===== config.mk =====
export PLATFORM = sky130hd
export DESIGN_NAME = core_top
export DESIGN_NICKNAME = d
export VERILOG_FILES = /design/src/rtl/core_pkg.sv /design/src/rtl/core_regfile.sv /design/src/rtl/core_alu.sv /design/src/rtl/core_ctrl.sv /design/src/rtl/core_dpath.sv /design/src/rtl/core_top.sv
export SDC_FILE = /design/constraint.sdc
export NUM_CORES = 2
export LEC_CHECK = 0
export ABC_CLOCK_PERIOD_IN_PS = 12200
export BUFFER_PORTS_ARGS = -buffer_cell sky130_fd_sc_hd__buf_2
export CAP_MARGIN = 30
export CORE_ASPECT_RATIO = 1.2
export CORE_MARGIN = 5
export CORE_UTILIZATION = 50
export CTS_CLUSTER_DIAMETER = 150
export DETAILED_ROUTE_END_ITERATION = 7
export PLACE_DENSITY = 0.75
export SETUP_SLACK_MARGIN = 0.05
export SKIP_LAST_GASP = 1
export SYNTH_ARGS = -nofsm -noshare
export SYNTH_HDL_FRONTEND = slang
export SYNTH_SLANG_ARGS = --single-unit

===== constraint.sdc =====
create_clock -name clk -period 12.2 [get_ports clk]
set_input_delay 0.61 -clock clk [delete_from_list [all_inputs] [get_ports clk]]
set_output_delay 0.61 -clock clk [all_outputs]
set_load 0.005 [all_outputs]

===== src/rtl/core_pkg.sv =====
package core_pkg;
  localparam int XLEN = 32;
  localparam int NREG = 32;
  localparam int RIDX = $clog2(NREG);
  localparam int SHW  = $clog2(XLEN);

  localparam logic [5:0] OP_RTYPE = 6'h00;
  localparam logic [5:0] OP_JUMP  = 6'h02;
  localparam logic [5:0] OP_BEQ   = 6'h04;
  localparam logic [5:0] OP_BNE   = 6'h05;
  localparam logic [5:0] OP_BLEZ  = 6'h06;
  localparam logic [5:0] OP_LOAD  = 6'h23;
  localparam logic [5:0] OP_STORE = 6'h2B;

  localparam logic [5:0] FN_SLL = 6'h00;
  localparam logic [5:0] FN_JR  = 6'h08;
  localparam logic [5:0] FN_ADD = 6'h20;
  localparam logic [5:0] FN_SUB = 6'h22;
  localparam logic [5:0] FN_SLT = 6'h2A;

  typedef enum logic [1:0] {ALU_ADD, ALU_SUB, ALU_SLT, ALU_SLL} aluOp_e;
  typedef enum logic [1:0] {BR_NONE, BR_EQ, BR_NE, BR_LEZ} brKind_e;

  typedef struct packed {
    logic    regWrite;
    logic    memWrite;
    logic    memToReg;
    logic    aluSrcImm;
    logic    dstIsRd;
    aluOp_e  aluOp;
    brKind_e brKind;
    logic    jump;
    logic    jumpReg;
  } ctrlStrb_t;
endpackage


===== src/rtl/core_regfile.sv =====
module core_regfile
  import core_pkg::*;
#(
  parameter int W = XLEN,
  parameter int N = NREG
) (
  input  logic                 clk,
  input  logic [$clog2(N)-1:0] rAddrA,
  input  logic [$clog2(N)-1:0] rAddrB,
  output logic [W-1:0]         rDataA,
  output logic [W-1:0]         rDataB,
  input  logic                 wEn,
  input  logic [$clog2(N)-1:0] wAddr,
  input  logic [W-1:0]         wData
);
  logic [W-1:0] regs [N];

  always_ff @(posedge clk) begin
    if (wEn && (wAddr != '0)) regs[wAddr] <= wData;
  end

  assign rDataA = (rAddrA == '0) ? '0 : regs[rAddrA];
  assign rDataB = (rAddrB == '0) ? '0 : regs[rAddrB];
endmodule


===== src/rtl/core_alu.sv =====
module core_alu
  import core_pkg::*;
#(
  parameter int W = XLEN
) (
  input  aluOp_e               op,
  input  logic [W-1:0]         a,
  input  logic [W-1:0]         b,
  input  logic [$clog2(W)-1:0] shamt,
  output logic [W-1:0]         y
);
  always_comb begin
    unique case (op)
      ALU_ADD: y = a + b;
      ALU_SUB: y = a - b;
      ALU_SLT: y = ($signed(a) < $signed(b)) ? W'(1) : '0;
      ALU_SLL: y = b << shamt;
      default: y = '0;
    endcase
  end
endmodule


===== src/rtl/core_ctrl.sv =====
module core_ctrl
  import core_pkg::*;
(
  input  logic      clk,
  input  logic      rst,
  input  logic [5:0] opcode,
  input  logic [5:0] funct,
  output ctrlStrb_t strb
);
  logic legal;

  always_comb begin
    strb  = '0;
    legal = 1'b1;
    unique case (opcode)
      OP_RTYPE: begin
        strb.dstIsRd = 1'b1;
        unique case (funct)
          FN_ADD: begin strb.regWrite = 1'b1; strb.aluOp = ALU_ADD; end
          FN_SUB: begin strb.regWrite = 1'b1; strb.aluOp = ALU_SUB; end
          FN_SLT: begin strb.regWrite = 1'b1; strb.aluOp = ALU_SLT; end
          FN_SLL: begin strb.regWrite = 1'b1; strb.aluOp = ALU_SLL; end
          FN_JR:  strb.jumpReg = 1'b1;
          default: legal = 1'b0;
        endcase
      end
      OP_LOAD: begin
        strb.regWrite  = 1'b1;
        strb.memToReg  = 1'b1;
        strb.aluSrcImm = 1'b1;
      end
      OP_STORE: begin
        strb.memWrite  = 1'b1;
        strb.aluSrcImm = 1'b1;
      end
      OP_BEQ:  strb.brKind = BR_EQ;
      OP_BNE:  strb.brKind = BR_NE;
      OP_BLEZ: strb.brKind = BR_LEZ;
      OP_JUMP: strb.jump = 1'b1;
      default: legal = 1'b0;
    endcase
  end

  // unrecognised encodings leave every strobe idle
  assert_unknown_idle_R10: assert property (@(posedge clk) disable iff (rst)
    !legal |-> (!strb.regWrite && !strb.memWrite && strb.brKind == BR_NONE
                && !strb.jump && !strb.jumpReg));

  // store strobe only under the store opcode
  assert_store_only_R12: assert property (@(posedge clk) disable iff (rst)
    strb.memWrite |-> (opcode == OP_STORE));

  // at most one control-transfer kind per word
  assert_one_transfer_R8: assert property (@(posedge clk) disable iff (rst)
    $onehot0({strb.jump, strb.jumpReg, strb.brKind != BR_NONE}));
endmodule


===== src/rtl/core_dpath.sv =====
module core_dpath
  import core_pkg::*;
#(
  parameter logic [XLEN-1:0] RESET_PC = '0
) (
  input  logic            clk,
  input  logic            rst,
  input  ctrlStrb_t       strb,
  input  logic [25:0]     instrLo,
  output logic [XLEN-1:0] pcOut,
  output logic [XLEN-1:0] dmemAddr,
  output logic [XLEN-1:0] dmemWdata,
  input  logic [XLEN-1:0] dmemRdata
);
  logic [XLEN-1:0] pcQ, pcNext, pcPlus4, brTarget, jTarget;
  logic [XLEN-1:0] rdA, rdB, immExt, aluB, aluY, wbData;
  logic [RIDX-1:0] rsIdx, rtIdx, rdIdx, wIdx;
  logic [SHW-1:0]  saAmt;
  logic            brTaken, seqStep;

  assign rsIdx  = instrLo[25:21];
  assign rtIdx  = instrLo[20:16];
  assign rdIdx  = instrLo[15:11];
  assign saAmt  = instrLo[10:6];
  assign immExt = {{(XLEN-16){instrLo[15]}}, instrLo[15:0]};

  core_regfile #(.W(XLEN), .N(NREG)) rf_i (
    .clk(clk), .rAddrA(rsIdx), .rAddrB(rtIdx), .rDataA(rdA), .rDataB(rdB),
    .wEn(strb.regWrite), .wAddr(wIdx), .wData(wbData));

  assign aluB = strb.aluSrcImm ? immExt : rdB;

  core_alu #(.W(XLEN)) alu_i (
    .op(strb.aluOp), .a(rdA), .b(aluB), .shamt(saAmt), .y(aluY));

  assign wIdx      = strb.dstIsRd ? rdIdx : rtIdx;
  assign wbData    = strb.memToReg ? dmemRdata : aluY;
  assign dmemAddr  = aluY;
  assign dmemWdata = rdB;

  always_comb begin
    unique case (strb.brKind)
      BR_EQ:   brTaken = (rdA == rdB);
      BR_NE:   brTaken = (rdA != rdB);
      BR_LEZ:  brTaken = ($signed(rdA) <= 0);
      default: brTaken = 1'b0;
    endcase
  end

  assign pcPlus4  = pcQ + XLEN'(4);
  assign brTarget = pcPlus4 + (immExt << 2);
  assign jTarget  = {pcPlus4[XLEN-1:XLEN-4], instrLo, 2'b00};
  assign seqStep  = (strb.brKind == BR_NONE) && !strb.jump && !strb.jumpReg;

  always_comb begin
    if (strb.jumpReg)   pcNext = rdA;
    else if (strb.jump) pcNext = jTarget;
    else if (brTaken)   pcNext = brTarget;
    else                pcNext = pcPlus4;
  end

  always_ff @(posedge clk) begin
    if (rst) pcQ <= RESET_PC;
    else     pcQ <= pcNext;
  end

  assign pcOut = pcQ;

  // the cycle after reset the PC sits at its reset value
  assert_reset_pc_R11: assert property (@(posedge clk)
    $past(rst) |-> (pcQ == RESET_PC));

  // plain instructions step by one word
  assert_seq_step_R11: assert property (@(posedge clk) disable iff (rst)
    seqStep |=> (pcQ == $past(pcQ) + XLEN'(4)));

  // a taken branch lands on its computed target
  assert_branch_land_R6: assert property (@(posedge clk) disable iff (rst)
    brTaken |=> (pcQ == $past(brTarget)));

  // a register jump lands on the register value
  assert_jr_land_R8: assert property (@(posedge clk) disable iff (rst)
    strb.jumpReg |=> (pcQ == $past(rdA)));
endmodule


===== src/rtl/core_top.sv =====
module core_top
  import core_pkg::*;
#(
  parameter logic [31:0] RESET_PC = 32'h0
) (
  input  logic        clk,
  input  logic        rst,
  output logic [31:0] imemAddr,
  input  logic [31:0] imemData,
  output logic [31:0] dmemAddr,
  output logic [31:0] dmemWdata,
  output logic        dmemWe,
  input  logic [31:0] dmemRdata
);
  ctrlStrb_t strb;

  core_ctrl ctrl_i (
    .clk(clk), .rst(rst), .opcode(imemData[31:26]), .funct(imemData[5:0]),
    .strb(strb));

  core_dpath #(.RESET_PC(RESET_PC)) dpath_i (
    .clk(clk), .rst(rst), .strb(strb), .instrLo(imemData[25:0]),
    .pcOut(imemAddr), .dmemAddr(dmemAddr), .dmemWdata(dmemWdata),
    .dmemRdata(dmemRdata));

  assign dmemWe = strb.memWrite;
endmodule


==> metrics.csv <==
metric,value,unit
startpoint,imemData[17],
powerDensity,149,mW/mm^2
die_x,321,um
outcome,"complete, no violations",
slew_headroom,20.8,%
syn_area,0.0580,sq mm
top_layer_used,met5,
r2r_cells,17,
synth-simple-area-share,5.67,%
hold_path_startpoint,rst,
rrSetupSlack,5.10,ns
yosys_warnings,0,
seq_area_frac_synth,54.1,%
setup_viol,0,
critPathMaxFanout,93,
wl_per_cell,38.1,um
start_util,50.1,%
period_needed,8.71,ns
fillCellCount,9001,
dieArea,0.123,sq mm
rows,137,
skew,0.0484,ns
ys_ff_latch,1056,
async_flop_share,0,%
seqPwrFrac,46.9,%
viasPerCell,7.40,
worstSkewPairLatency,0.72,ns
gp_congestion,1.03,
setup.worst_path.class,in2out,
whs_endpoint,dpath_i.pcOut[0]$_SDFFE_PP0P_,
synth_compound_area_share,9.35,%
finalPower,9.53,mW
grt_usage,33.8,%
rsz0062_at_grt,false,
synth.avg_cell_area,15.2,sq um
finalNetCount,4141,
r2r-end,dpath_i.rf_i.regs[13][30]$_DFFE_PP_,
fin_tns_setup,0,ns
netlist_instances,3815,
worst_slew_pin_slew,1.19,ns
clk_pin_slew,0.06,ns
drt_wl_total,213,mm
worstPathRequired,11.59,ns
post_cts_buffers,0,
fmax,115,MHz
hold_path.class,in2reg,
grt_pass1_vias,40445,
cts_resized,0,
ir_drop,0.111,mV
cp.arrival,8.10,ns
synth_xor_area_share,1.27,%
grt_max_degree,96,
switching_share,29.7,%
leakage,22.0,nW
synth_edf_count,1024,
maxCapViolCount,0,
hpwl,136,mm
cts_tree,done,
r2r_start,dpath_i.rf_i.regs[14][20]$_DFFE_PP_,
dr.pass1.iters,8,
synth_top_family_by_area,multiplexers,
grt_overflow,0,
critPathLaunchType,input port,
vias,41374,
cts_buffers,97,
cts.sinks,1056,
cts-root-buf,clkbuf_16,
drtIter0Drc,6542,
clockBufferDepth,3,
maxSlewViolCount,0,
antenna_left,0,
netlist-cell-type-count,109,
port_buffers,162,
drcViolationCount,0,
clock_power_share,31.6,%
ys.flop_type,edfxtp_1,
wl_met3,30.5,mm
io_pins,163,
areaGrowthSynthToFinish,9.91,%
crit_path_end_kind,primary output,
period_share,71.4,%
hold_viol_final,0,
antenna_found_initial,11,
core,0.116,sq mm
muxShareOfSynthArea,24.0,%
min_path_cells,2,
layout_common_cells,"1024 x edfxtp_1, 443 x mux4_2, 235 x mux2i_1",
wl_met1,66.9,mm
die_h,383,um
p_sw,2.83,mW
p_int,6.70,mW
hold_buffers,0,
h-tree-depth,3,
wl_met2,95.6,mm
combinationalPowerShare,21.6,%
drive_gt1_share,26.1,%
final_common_cell,edfxtp_1,
synth-adder-area-share,2.11,%
grt_first_pass_wirelength,297,mm
metal layers:
layer | vias to the layer above | GRT usage, %
met1 | 20623 | 40.7
met4 | 4 | 24.1
met5 | - | 0
li1 | 16022 | -
met3 | 945 | 10.1
met2 | 3780 | 52.1
critical path, cell delays in order:
cell       delay (ns)
buf_8            0.54
buf_4            0.76
nor3_2           0.13
and2_1           0.51
buf_4            0.39
o32ai_1          0.39
a21o_1           0.35
mux2_2           0.31
inv_2            0.09
fa_1             0.44
nor2b_1          0.16
o21bai_1         0.22
a21oi_1          0.19
o211ai_1         0.28
a2111oi_0        0.18
buf_4            0.19
or4_1            0.60
a31oi_1          0.30
o21bai_1         0.11
a21oi_1          0.26
nor3b_1          0.09
o41ai_1          0.36
buf_4            0.22
buf_2            0.12
cells by family after synthesis:
| group | count (synthesis) |
|---|---|
| AND/OR/NAND/NOR | 684 |
| adder cells (fa/ha/maj) | 96 |
| XOR/XNOR | 84 |
| other | 1 |
| multiplexers | 783 |
| buffers and inverters | 372 |
| AO/OA/AOI/OAI | 739 |
| flip-flops | 1056 |
flip-flops by register name, indices dropped and copies added, names as in the netlist:
name / count
dpath_i.pcOut: 32
dpath_i.rf_i.regs: 1024
power by group through the flow:
stage                     sequential, mW  clock (mW)  combinational (mW)
after global routing                4.47        3.17                2.13
after floorplan                     4.53           0                1.20
after global placement              4.54           0                1.94
after CTS                           4.46        3.02                1.98
after detailed placement            4.54           0                1.97
final                               4.46        3.01                2.06
synthesized netlist by cell type (32+ instances only):
master / number / area (sq um)
edfxtp_1: 1024 / 30700
mux4_2: 443 / 9980
mux2i_1: 235 / 2350
nand2_1: 202 / 758
nor2_1: 184 / 691
a21oi_1: 130 / 651
clkbuf_1: 108 / 405
inv_1: 98 / 368
ha_1: 93 / 1160
mux2_2: 74 / 833
a22oi_1: 66 / 495
buf_2: 62 / 310
nand3_1: 58 / 290
o21ai_0: 58 / 290
xnor2_1: 58 / 508
o22ai_1: 54 / 338
a21o_1: 41 / 308
nand4_1: 41 / 257
nor3_1: 41 / 205
a221oi_1: 38 / 333
a31oi_1: 36 / 225
dfxtp_1: 32 / 641
layout make-up:
class / count / area [sq um] / share of cell area (%)
flip-flops and latches: 1056 / 31400 / 49.2
well taps: 1529 / 1910 / 3.00
diodes: 6 / 15.0 / 0.0235
clock buffers: 116 / 2540 / 3.98
repair buffers: 300 / 1930 / 3.02
inverters: 106 / 398 / 0.624
multi-input cells: 2418 / 25100 / 39.3
clock inverters: 60 / 526 / 0.824
through the flow:
step / util (%) / setup slack, ns / instance area [sq um] / std cells / hold WS, ns
6_report: 55.1 / 3.49 / 63800 / 5591 / 0.318
2_1_floorplan: - / 5.99 / 58100 / 3846 / 0.460
4_1_cts: 55.1 / 3.89 / 63700 / 5582 / 0.271
3_5_place_dp: 52.4 / 3.87 / 60700 / 5406 / 0.490
3_3_place_gp: 52.4 / 3.51 / 60600 / 5402 / 0.494
5_1_grt: 55.1 / 3.40 / 63800 / 5588 / 0.320
worst max path at each step:
stage and end:
6_report dmemAddr[0], 5_1_grt dmemAddr[0], 4_1_cts dmemAddr[0], 3_5_place_dp dpath_i.rf_i.regs[15][31]$_DFFE_PP_
3_3_place_gp dpath_i.rf_i.regs[10][31]$_DFFE_PP_, 2_1_floorplan dpath_i.rf_i.regs[0][25]$_DFFE_PP_
No activity file was read; power rests on OpenSTA's default activity.
